## src/rtl/spi_fifo_pkg.sv

```systemverilog
package spi_fifo_pkg;
   localparam int REG_W   = 16;
   localparam int FLD_W   = 5;
   localparam int CNT_LSB = 6;
   localparam int LVL_LSB = 11;
   // word 0
   localparam int B_CHAN   = 0;
   localparam int B_MODE   = 1;
   localparam int B_TXRUN  = 2;
   localparam int B_TXIE   = 3;
   localparam int B_TXCLR  = 4;
   localparam int B_TXFLAG = 5;
   // word 1
   localparam int B_OVFCLR = 0;
   localparam int B_OVF    = 1;
   localparam int B_RXRUN  = 2;
   localparam int B_RXIE   = 3;
   localparam int B_RXCLR  = 4;
   localparam int B_RXFLAG = 5;

   typedef struct packed {
      logic             chan_run;
      logic             mode;
      logic             tx_run;
      logic             rx_run;
      logic             tx_ie;
      logic             rx_ie;
      logic [FLD_W-1:0] tx_lvl;
      logic [FLD_W-1:0] rx_lvl;
   } cfg_t;

   localparam cfg_t CFG_RST = '{chan_run: 1'b1, mode: 1'b0, tx_run: 1'b1,
                                rx_run: 1'b1, tx_ie: 1'b0, rx_ie: 1'b0,
                                tx_lvl: '0, rx_lvl: '1};
endpackage

```

## src/rtl/spi_fifo_buf.sv

```systemverilog
module spi_fifo_buf #(
   parameter int DATA_W = 16,
   parameter int DEPTH  = 4,
   parameter int CNT_W  = 5
) (
   input  logic              clk,
   input  logic              rst_n,
   input  logic              hold,
   input  logic              cap_one,
   input  logic              push,
   input  logic [DATA_W-1:0] wdata,
   input  logic              pop,
   output logic [DATA_W-1:0] rdata,
   output logic [CNT_W-1:0]  count,
   output logic              drop
);
   localparam int PTR_W = (DEPTH > 1) ? $clog2(DEPTH) : 1;
   localparam logic [PTR_W-1:0] LAST = PTR_W'(DEPTH - 1);

   logic [DATA_W-1:0] slot [DEPTH];
   logic [PTR_W-1:0]  rd_ptr, wr_ptr;
   logic [CNT_W-1:0]  cnt;
   logic              full, push_ok, pop_ok;

   assign full    = cap_one ? (cnt != '0) : (cnt >= CNT_W'(DEPTH));
   assign push_ok = push && !full && !hold;
   assign pop_ok  = pop && (cnt != '0) && !hold;
   assign drop    = push && full && !hold;
   assign rdata   = slot[rd_ptr];
   assign count   = cnt;

   always_ff @(posedge clk) begin
      for (int i = 0; i < DEPTH; i++) begin
         if (push_ok && wr_ptr == PTR_W'(i)) slot[i] <= wdata;
      end
   end

   always_ff @(posedge clk or negedge rst_n) begin
      if (!rst_n) begin
         rd_ptr <= '0;
         wr_ptr <= '0;
         cnt    <= '0;
      end else if (hold) begin
         rd_ptr <= '0;
         wr_ptr <= '0;
         cnt    <= '0;
      end else begin
         if (push_ok) wr_ptr <= (wr_ptr == LAST) ? '0 : wr_ptr + PTR_W'(1);
         if (pop_ok)  rd_ptr <= (rd_ptr == LAST) ? '0 : rd_ptr + PTR_W'(1);
         case ({push_ok, pop_ok})
            2'b10:   cnt <= cnt + CNT_W'(1);
            2'b01:   cnt <= cnt - CNT_W'(1);
            default: cnt <= cnt;
         endcase
      end
   end
endmodule

```

## src/rtl/spi_fifo_flag.sv

```systemverilog
module spi_fifo_flag #(
   parameter int CNT_W = 5,
   parameter bit AT_OR_ABOVE = 1'b0
) (
   input  logic             clk,
   input  logic             rst_n,
   input  logic             en,
   input  logic [CNT_W-1:0] count,
   input  logic [CNT_W-1:0] level,
   input  logic             clr,
   output logic             flag
);
   logic hit;

   generate
      if (AT_OR_ABOVE) begin : g_ge
         assign hit = (count >= level);
      end else begin : g_le
         assign hit = (count <= level);
      end
   endgenerate

   always_ff @(posedge clk or negedge rst_n) begin
      if (!rst_n)   flag <= 1'b0;
      else if (!en) flag <= 1'b0;
      else          flag <= hit | (flag & ~clr);
   end
endmodule

```

## src/rtl/spi_fifo_ctrl.sv

```systemverilog
module spi_fifo_ctrl
   import spi_fifo_pkg::*;
#(
   parameter int DATA_W = 16,
   parameter int DEPTH  = 4
) (
   input  logic              clk,
   input  logic              rst_n,
   input  logic              reg_we,
   input  logic              reg_addr,
   input  logic [REG_W-1:0]  reg_wdata,
   output logic [REG_W-1:0]  reg_rdata,
   input  logic              tx_push,
   input  logic [DATA_W-1:0] tx_wdata,
   input  logic              tx_pop,
   output logic [DATA_W-1:0] tx_rdata,
   output logic              tx_irq,
   input  logic              rx_push,
   input  logic [DATA_W-1:0] rx_wdata,
   input  logic              rx_pop,
   output logic [DATA_W-1:0] rx_rdata,
   output logic              rx_irq
);
   initial begin
      assert (DEPTH >= 2 && DEPTH < (1 << FLD_W))
         else $fatal(1, "spi_fifo_ctrl: DEPTH must fit the count field");
      assert (DATA_W >= 1)
         else $fatal(1, "spi_fifo_ctrl: DATA_W must be positive");
   end

   cfg_t             cfg;
   logic             wr_tx, wr_rx;
   logic             tx_clr, rx_clr, ovf_clr;
   logic             tx_hold, rx_hold, flag_en;
   logic [FLD_W-1:0] tx_cnt, rx_cnt;
   logic             tx_flag, rx_flag, ovf_flag;
   logic             tx_drop, rx_drop;
   logic [REG_W-1:0] tx_word, rx_word;
   logic             unused_bits;

   assign wr_tx   = reg_we && !reg_addr;
   assign wr_rx   = reg_we &&  reg_addr;
   assign tx_clr  = wr_tx && reg_wdata[B_TXCLR];
   assign rx_clr  = wr_rx && reg_wdata[B_RXCLR];
   assign ovf_clr = wr_rx && reg_wdata[B_OVFCLR];
   assign tx_hold = !cfg.chan_run || !cfg.tx_run;
   assign rx_hold = !cfg.chan_run || !cfg.rx_run;
   assign flag_en = cfg.chan_run && cfg.mode;
   assign unused_bits = ^{reg_wdata[LVL_LSB-1:B_TXFLAG], tx_drop};

   always_ff @(posedge clk or negedge rst_n) begin
      if (!rst_n) begin
         cfg <= CFG_RST;
      end else if (wr_tx) begin
         cfg.chan_run <= reg_wdata[B_CHAN];
         cfg.mode     <= reg_wdata[B_MODE];
         cfg.tx_run   <= reg_wdata[B_TXRUN];
         cfg.tx_ie    <= reg_wdata[B_TXIE];
         cfg.tx_lvl   <= reg_wdata[LVL_LSB +: FLD_W];
      end else if (wr_rx) begin
         cfg.rx_run   <= reg_wdata[B_RXRUN];
         cfg.rx_ie    <= reg_wdata[B_RXIE];
         cfg.rx_lvl   <= reg_wdata[LVL_LSB +: FLD_W];
      end
   end

   spi_fifo_buf #(.DATA_W(DATA_W), .DEPTH(DEPTH), .CNT_W(FLD_W)) u_txq (
      .clk(clk), .rst_n(rst_n), .hold(tx_hold), .cap_one(!cfg.mode),
      .push(tx_push), .wdata(tx_wdata), .pop(tx_pop),
      .rdata(tx_rdata), .count(tx_cnt), .drop(tx_drop));

   spi_fifo_buf #(.DATA_W(DATA_W), .DEPTH(DEPTH), .CNT_W(FLD_W)) u_rxq (
      .clk(clk), .rst_n(rst_n), .hold(rx_hold), .cap_one(!cfg.mode),
      .push(rx_push), .wdata(rx_wdata), .pop(rx_pop),
      .rdata(rx_rdata), .count(rx_cnt), .drop(rx_drop));

   spi_fifo_flag #(.CNT_W(FLD_W), .AT_OR_ABOVE(1'b0)) u_txflag (
      .clk(clk), .rst_n(rst_n), .en(flag_en), .count(tx_cnt),
      .level(cfg.tx_lvl), .clr(tx_clr), .flag(tx_flag));

   spi_fifo_flag #(.CNT_W(FLD_W), .AT_OR_ABOVE(1'b1)) u_rxflag (
      .clk(clk), .rst_n(rst_n), .en(flag_en), .count(rx_cnt),
      .level(cfg.rx_lvl), .clr(rx_clr), .flag(rx_flag));

   always_ff @(posedge clk or negedge rst_n) begin
      if (!rst_n)             ovf_flag <= 1'b0;
      else if (!cfg.chan_run) ovf_flag <= 1'b0;
      else                    ovf_flag <= rx_drop | (ovf_flag & ~ovf_clr);
   end

   assign tx_irq = tx_flag & cfg.tx_ie;
   assign rx_irq = rx_flag & cfg.rx_ie;

   always_comb begin
      tx_word                        = '0;
      tx_word[B_CHAN]                = cfg.chan_run;
      tx_word[B_MODE]                = cfg.mode;
      tx_word[B_TXRUN]               = cfg.tx_run;
      tx_word[B_TXIE]                = cfg.tx_ie;
      tx_word[B_TXFLAG]              = tx_flag;
      tx_word[CNT_LSB +: FLD_W]      = tx_cnt;
      tx_word[LVL_LSB +: FLD_W]      = cfg.tx_lvl;
      rx_word                        = '0;
      rx_word[B_OVF]                 = ovf_flag;
      rx_word[B_RXRUN]               = cfg.rx_run;
      rx_word[B_RXIE]                = cfg.rx_ie;
      rx_word[B_RXFLAG]              = rx_flag;
      rx_word[CNT_LSB +: FLD_W]      = rx_cnt;
      rx_word[LVL_LSB +: FLD_W]      = cfg.rx_lvl;
   end

   assign reg_rdata = reg_addr ? rx_word : tx_word;
endmodule

```

## config.mk

```make
export PLATFORM = sky130hd
export DESIGN_NAME = spi_fifo_ctrl
export DESIGN_NICKNAME = d
export VERILOG_FILES = /design/src/rtl/spi_fifo_pkg.sv /design/src/rtl/spi_fifo_buf.sv /design/src/rtl/spi_fifo_flag.sv /design/src/rtl/spi_fifo_ctrl.sv
export SDC_FILE = /design/constraint.sdc
export NUM_CORES = 1
export LEC_CHECK = 0
export BUFFER_PORTS_ARGS = -buffer_cell sky130_fd_sc_hd__buf_2
export CAP_MARGIN = 20
export CORE_ASPECT_RATIO = 0.9
export CORE_MARGIN = 4
export CORE_UTILIZATION = 49
export DETAILED_ROUTE_END_ITERATION = 8
export PLACE_DENSITY = 0.73
export RECOVER_POWER = 100
export SLEW_MARGIN = 20
export SYNTH_ARGS = -nofsm -noshare
export SYNTH_HDL_FRONTEND = slang
export SYNTH_SLANG_ARGS = --single-unit
```

## constraint.sdc

```tcl
create_clock -name clk -period 2.7 [get_ports clk]
set_input_delay 0.135 -clock clk [delete_from_list [all_inputs] [get_ports clk]]
set_output_delay 0.135 -clock clk [all_outputs]
set_load 0.01 [all_outputs]
```

Yosys cells after proc, flatten, opt, wreduce, memory -nomap -nowiden --
Memory sizes are Yosys's and may differ from the RTL's. Cells that the tools add are included.
Cells by class: $add $sub $neg 8, multipliers 0, divide/modulo/power cells 0, magnitude comparators 4, equality and inequality tests 12, shifts and indexed selects 0, multiplexer cells 56, bitwise gates (word level) 12, reduce and logical (&&, ||, !) cells 51
Operators by type and width (count):
- $mux W16 | 7
- $reduce_or A16 Y1 | 6
- $mux W2 | 18
- $mux W1 | 27
- $logic_and A1 B1 Y1 | 24
- $pmux W5 S2 | 2
- $eq A2 B2 Y1 const B | 8
- $add A5 B1 Y5 const B | 2
- $ge A5 B3 Y1 const B | 2
- $mux W5 | 2
- $reduce_bool A5 Y1 | 2
- $sub A5 B1 Y5 const B | 2
- $add A2 B1 Y2 const B | 4
- $eq A2 B1 Y1 const B | 4
- $logic_not A1 Y1 | 8
- $reduce_bool A2 Y1 | 4
- $reduce_bool A3 Y1 | 2
- $and A1 B1 Y1 | 5
- $ge A5 B5 Y1 | 1
- $le A5 B5 Y1 | 1
- $logic_not A2 Y1 | 2
- $not A1 Y1 | 4
- $or A1 B1 Y1 | 3
- $logic_or A1 B1 Y1 | 2
- $reduce_and A2 Y1 | 1
Word-level totals: bits in registers 37, bits in latches 0, bits in writable memories 128, memory bits (read-only) 0, input bits 56, output and inout bits 50, word-level logic and storage cells 162, memories 2
Memory list:
- u_rxq.slot | words 4, width 16, read ports 1, clocked after Yosys merged registers in 0, wr ports 1, line spi_fifo_buf.sv:20 | logic [DATA_W-1:0] slot [DEPTH];
- u_txq.slot | words 4, width 16, read ports 1, clocked after Yosys merged registers in 0, wr ports 1, line spi_fifo_buf.sv:20

Logic depth before layout (Yosys ltp) --
depth in word-level cells 12, depth in mapped cells 12, depth with buffers taken out 10

By module --
A second synthesis with hierarchy kept.
Unflattened totals: cells, all modules 443, area, all modules 7250.7 sq um
Modules (own cells, without submodules):
- spi_fifo_buf at u_txq | times used 1, cells an instance 169, area an instance 3031.7 sq um, sequential area each 2147.1 sq um
- spi_fifo_buf at u_rxq | times used 1, cells an instance 167, area an instance 3020.4 sq um, sequential area each 2147.1 sq um
- spi_fifo_ctrl | times used 1, cells an instance 67, area an instance 883.3 sq um, sequential area each 435.4 sq um
- spi_fifo_flag at u_txflag | times used 1, cells an instance 21, area an instance 161.4 sq um, sequential area each 25.0 sq um
- spi_fifo_flag at u_rxflag | times used 1, cells an instance 19, area an instance 153.9 sq um, sequential area each 25.0 sq um

Worst setup path before layout --
No wires, ideal clock.
path kind register to register, from reg cfg[15] (netlist bit), to reg u_rxq.cnt[4] (netlist: u_rxq.count[4]), library setup time 0.128 ns, data arrival time 2.384 ns, required time 2.572 ns, setup slack 0.188 ns, stages on the path, launching flop included 10, buffers on the path 1, period minus slack after synthesis 2.512 ns, cells stage by stage dfstp_2 -> clkbuf_1 -> nand2_1 -> or3_1 -> fa_1 -> nand2b_1 -> a21oi_1 -> and3_1 -> o21ai_0 -> nor3b_2
Between the ends: word-level cells in the longest chain between the ends 7, elaborated cells on any way between the ends 10, those cells by class 2 x eq/ne; 2 x mux; 6 x reduce/logical
Ends and longest elaborated chain:
- start: declaration | line spi_fifo_ctrl.sv:31 | cfg_t cfg;
- $logic_not A1 Y1 *
- $logic_or A1 B1 Y1 * | line spi_fifo_ctrl.sv:47 | assign rx_hold = !cfg.chan_run || !cfg.rx_run;
- $logic_not A1 Y1 | line spi_fifo_buf.sv:26, spi_fifo_buf.sv:27
- $logic_and A1 B1 Y1, on equally long branches | line spi_fifo_buf.sv:27, spi_fifo_buf.sv:26
- $eq A2 B1 Y1 / $eq A2 B2 Y1 (equally long branches) | line spi_fifo_buf.sv:50 | case ({push_ok, pop_ok})
- $pmux W5 S2 | line spi_fifo_buf.sv:50
- $mux W5 | line spi_fifo_buf.sv:43 | end else if (hold) begin
- end signal: assignment | line spi_fifo_buf.sv:51 | 2'b10: cnt <= cnt + CNT_W'(1);
- end signal: assignment | line spi_fifo_buf.sv:52 | 2'b01: cnt <= cnt - CNT_W'(1);
- end signal: assignment | line spi_fifo_buf.sv:53 | default: cnt <= cnt;
- end: declaration | line spi_fifo_buf.sv:22 | logic [CNT_W-1:0] cnt;
Every way passes the cells marked *; elsewhere a longest branch is shown, timed or not. A chain may end at the register's enable or synchronous reset.

Worst setup path in the final report --
from reg u_txq.cnt[1] (netlist: u_txq.count[1]), to reg u_txq.cnt[4] (netlist: u_txq.count[4])
Between the ends: word-level cells in the longest chain between the ends 8, elaborated cells on any way between the ends 15, those cells by class 2 x add/sub; 1 x order compare; 2 x eq/ne; 3 x mux; 7 x reduce/logical
Ends and longest elaborated chain:
- start: declaration | line spi_fifo_buf.sv:22
- start signal: assignment | line spi_fifo_buf.sv:51
- start signal: assignment | line spi_fifo_buf.sv:52
- start signal: assignment | line spi_fifo_buf.sv:53
- $ge A5 B3 Y1 / $reduce_bool A5 Y1 (equally long branches) | line spi_fifo_buf.sv:25, spi_fifo_buf.sv:27
- $mux W1 | line spi_fifo_buf.sv:25 | assign full = cap_one ? (cnt != '0) : (cnt >= CNT_W'(DEPTH));
- $logic_not A1 Y1 | line spi_fifo_buf.sv:26 | assign push_ok = push && !full && !hold;
- $logic_and A1 B1 Y1 (2 in series) | line spi_fifo_buf.sv:26
- $eq A2 B1 Y1 / $eq A2 B2 Y1 (equally long branches) | line spi_fifo_buf.sv:50
- $pmux W5 S2 | line spi_fifo_buf.sv:50
- $mux W5 | line spi_fifo_buf.sv:43
Parallel ways exist; a longest one is shown, timed or not.

==> reports/summary.txt <==
Status: finished, violations left
Failing checks: capacitance limit, slew limit
Worst VDD drop: 0.0004144 V
Global-route wire length before repair: 22.30 mm
Critical path capture point type: flip-flop
P_leak: 0.003226 µW
Area share of and/or/nand/nor cells after synthesis: 6.378%
Synthesized area: 7141 µm²
Crit share post-route: 92.39%
Root buf cell: clkbuf_16
Layout area overhead: 22.53%
CP Cell Sequence: nor2_1 > o211a_1 > or3_1 > fa_1 > nand2b_1 > a21oi_1 > and3_1 > o21ai_0 > nor3b_1
Yosys top cell by area: edfxtp_1
WL/cell: 17.40 µm
DIE HEIGHT: 122.5 µm
Mapped Cells: 429
Combinational family with the most area after synthesis: multiplexers
TritonCTS Buffers: 17
Share of layout cells above drive strength 1: 21.06%
Clock-pin slew on the worst setup and hold paths: 60 ps
Clock Latency Late Sink: 430 ps
Post-DRT Antenna Nets: 0
Critical path buffers and inverters: 0
Synthesis Warnings: 0
FP Rows: 41
Setup tns final: 0 ps
Die Area: 16570 µm²
RSZ-0062 raised after global routing: false
Diode count: 0
Detailed Route Iter0 Violations: 202
Pwr per Cell Area: 666.0 nW/µm²
Area contributors post-synth: edfxtp_1 54%, dfrtp_1 10%, mux4_2 10%
Gr usage total: 17.80%
CTS tree: built
Clk buf depth: 2
Family with the most delay on the worst path: simple AND/OR/NAND/NOR gates
Main synth FF type: edfxtp_1
Total Nets Final: 675
Pre-antenna DRT Iters: 4
Routed wire length: 13.85 mm
Hold crit path type: primary input to flip-flop
Distinct cells, synth: 45
Compound-Gate Fraction of Synth Area: 4.398%
Number of flops mapped to enable cells by yosys: 128
Crit-path max FO: 8
Arr. time, crit path: 2810 ps
Sequential share of the synthesized area: 66.94%
FF-to-FF Start: u_txq.count[1]
Area share of the largest cell type after synthesis: 53.83%
PortBufs: 98
Slew headroom: -36.46%
Fmax: 400.9 MHz
Yosys reg bits: 165
Initial antenna violation count: 0
Post-detail-place hpwl: 9.543 mm
Initial Utilization: 50.43%
Total power: 5827 µW
Routed vias: 4212
CP startpoint: u_txq.count[1]
Mux cell area share after synthesis: 14.37%
Ys async rst share: 22.42%
Syn nets: 513
IO Count: 106
Final setup margin: 205.4 ps
Pre-CTS WS: 198.0 ps
Crit path required time: 3020 ps
Actual slew at the worst max-slew pin: 2047 ps
Cell area after layout: 8750 µm²
Via density: 5.291
Largest net degree at the start of global routing: 38
Die width: 135.2 µm
Drt drc: 0
Setup Skew: 11.78 ps
Synth Area in XOR/XNOR: 0.7359%
Setup CP Type: flip-flop to flip-flop
Synth Area in Adders: 5.117%
Max-cap viol count: 1
Hold path start: rx_push
Critical-path top delay cell: dfrtp_1
Final RePlAce weighted congestion: 0.8378
Vias in the first global route: 4486
Final min period: 2495 ps
Clock Sink Count: 165
Final hold vios: 0
H-tree lvl count: 4
Placed cell area: 7946 µm²
Core ar.: 14160 µm²
# setup viols final: 0
GR Overflow Total: 0
Filler cells: 1112
CP Launch Type: flip-flop
Max Slew Vio Count: 38
Slowest Stage Delay on Critical Path: 460 ps
Avg Cell Area, Syn: 16.64 µm²
[final cells by class]
class / instances / area (µm²) / share of cell area, %
clock inverter: 13 / 112.6 / 1.287
clock buffer: 18 / 429.2 / 4.905
sequential: 165 / 4780 / 54.63
multi-input combinational: 229 / 2196 / 25.10
tap: 193 / 241.5 / 2.760
timing repair buffer: 160 / 923.4 / 10.55
inverter: 18 / 67.56 / 0.7722
[flip-flops by register name, indices dropped and copies added (netlist names)]
| register | count |
|---|---|
| u_txflag.flag | 1 |
| u_rxq.count | 5 |
| u_rxflag.flag | 1 |
| u_rxq.slot | 64 |
| u_txq.count | 5 |
| u_rxq.wr_ptr | 2 |
| u_txq.rd_ptr | 2 |
| u_txq.wr_ptr | 2 |
| ovf_flag | 1 |
| cfg | 16 |
| u_rxq.rd_ptr | 2 |
| u_txq.slot | 64 |
[final timing paths]
check,end,slack (ps),depth (start not counted)
max,u_txq.count[4],210,9
min,ovf_flag,80,3
max reg2reg,u_txq.count[4],210,9
min reg2reg,cfg[10],540,1
max in group asynchronous,u_txq.count[0],690,2
min in group asynchronous,cfg[9],820,2
[cells in the mapped netlist, types with 2 or more instances]
| cell | n |
|---|---|
| edfxtp_1 | 128 |
| mux4_2 | 32 |
| dfrtp_1 | 29 |
| ha_1 | 26 |
| nor2_1 | 24 |
| mux2_2 | 20 |
| inv_1 | 18 |
| nand2_1 | 17 |
| o21ai_0 | 16 |
| a21oi_1 | 11 |
| and3_1 | 11 |
| clkbuf_1 | 8 |
| dfstp_2 | 8 |
| mux2i_1 | 8 |
| nor3_1 | 8 |
| buf_2 | 7 |
| nor2b_1 | 6 |
| xnor2_1 | 6 |
| and2_1 | 4 |
| nand2b_1 | 4 |
| a21o_1 | 3 |
| nand3_1 | 3 |
| o211ai_1 | 3 |
| or3_1 | 3 |
| a211oi_1 | 2 |
| a32oi_1 | 2 |
| fa_1 | 2 |
| nor3_2 | 2 |
| o211a_1 | 2 |
[metal layers]
metal / GRT usage (%) / share of wire [%] / vias to the layer above
met5: 0 / 0 / -
met4: 5.793 / 1.2 / 0
met3: 5.492 / 4.7 / 12
met2: 29.07 / 50 / 102
met1: 23.01 / 44 / 2134
li1: - / - / 1964
[worst reg2reg max path: cells and delay by family (launching register included)]
family          cells  cell delay [ps]
compound gates      3              540
flops               1              460
fa+ha+maj           1              410
simple gates        5              980
[power by group]
part,internal (µW),switching (µW)
Clock,1200,1010
Sequential,2860,68.7
Combinational,319,378
Total,4370,1450
[timing repair]
action,in CTS,in global routing
hold endpoints to repair,173,0
hold buffers,42,0
gates resized for setup,0,0
setup buffers,0,0
[cells by family (layout without fill, tap and decap cells)]
| kind of cell | count (synthesis) | count (layout) |
|---|---|---|
| muxes | 60 | 60 |
| AOI/OAI and AO/OA | 46 | 46 |
| adders and majority gates | 28 | 28 |
| and+or+nand+nor | 88 | 88 |
| xor gates and xnor gates | 6 | 6 |
| DFF | 165 | 165 |
| other | 1 | 1 |
| buffers and inverters | 35 | 209 |
[layout by cell type, fill, tap and decap left out, types with 9 or more instances in the layout]
master	synthesis	final
edfxtp_1	128	128
mux2_2	20	17
nor2_1	24	24
mux4_2	32	32
a21oi_1	11	11
clkbuf_2	0	9
buf_2	7	21
clkbuf_16	0	17
ha_1	26	26
inv_1	18	18
dlygate4sd3_1	0	42
and3_1	11	11
o21ai_0	16	17
dfrtp_1	29	29
clkbuf_1	8	83
nand2_1	17	17
[stage by stage]
| step | hold slack, ps | cells | utilization (%) |
|---|---|---|---|
| 3_5_place_dp | 281.6 | 723 | 56.12 |
| 5_1_grt | 98.23 | 796 | 61.80 |
| 2_1_floorplan | -160.6 | 429 | - |
| 6_report | 79.21 | 796 | 61.80 |
| 4_1_cts | 39.53 | 796 | 62.92 |
| 3_3_place_gp | 278.7 | 723 | 56.12 |
(Power assumes the default switching activity.)
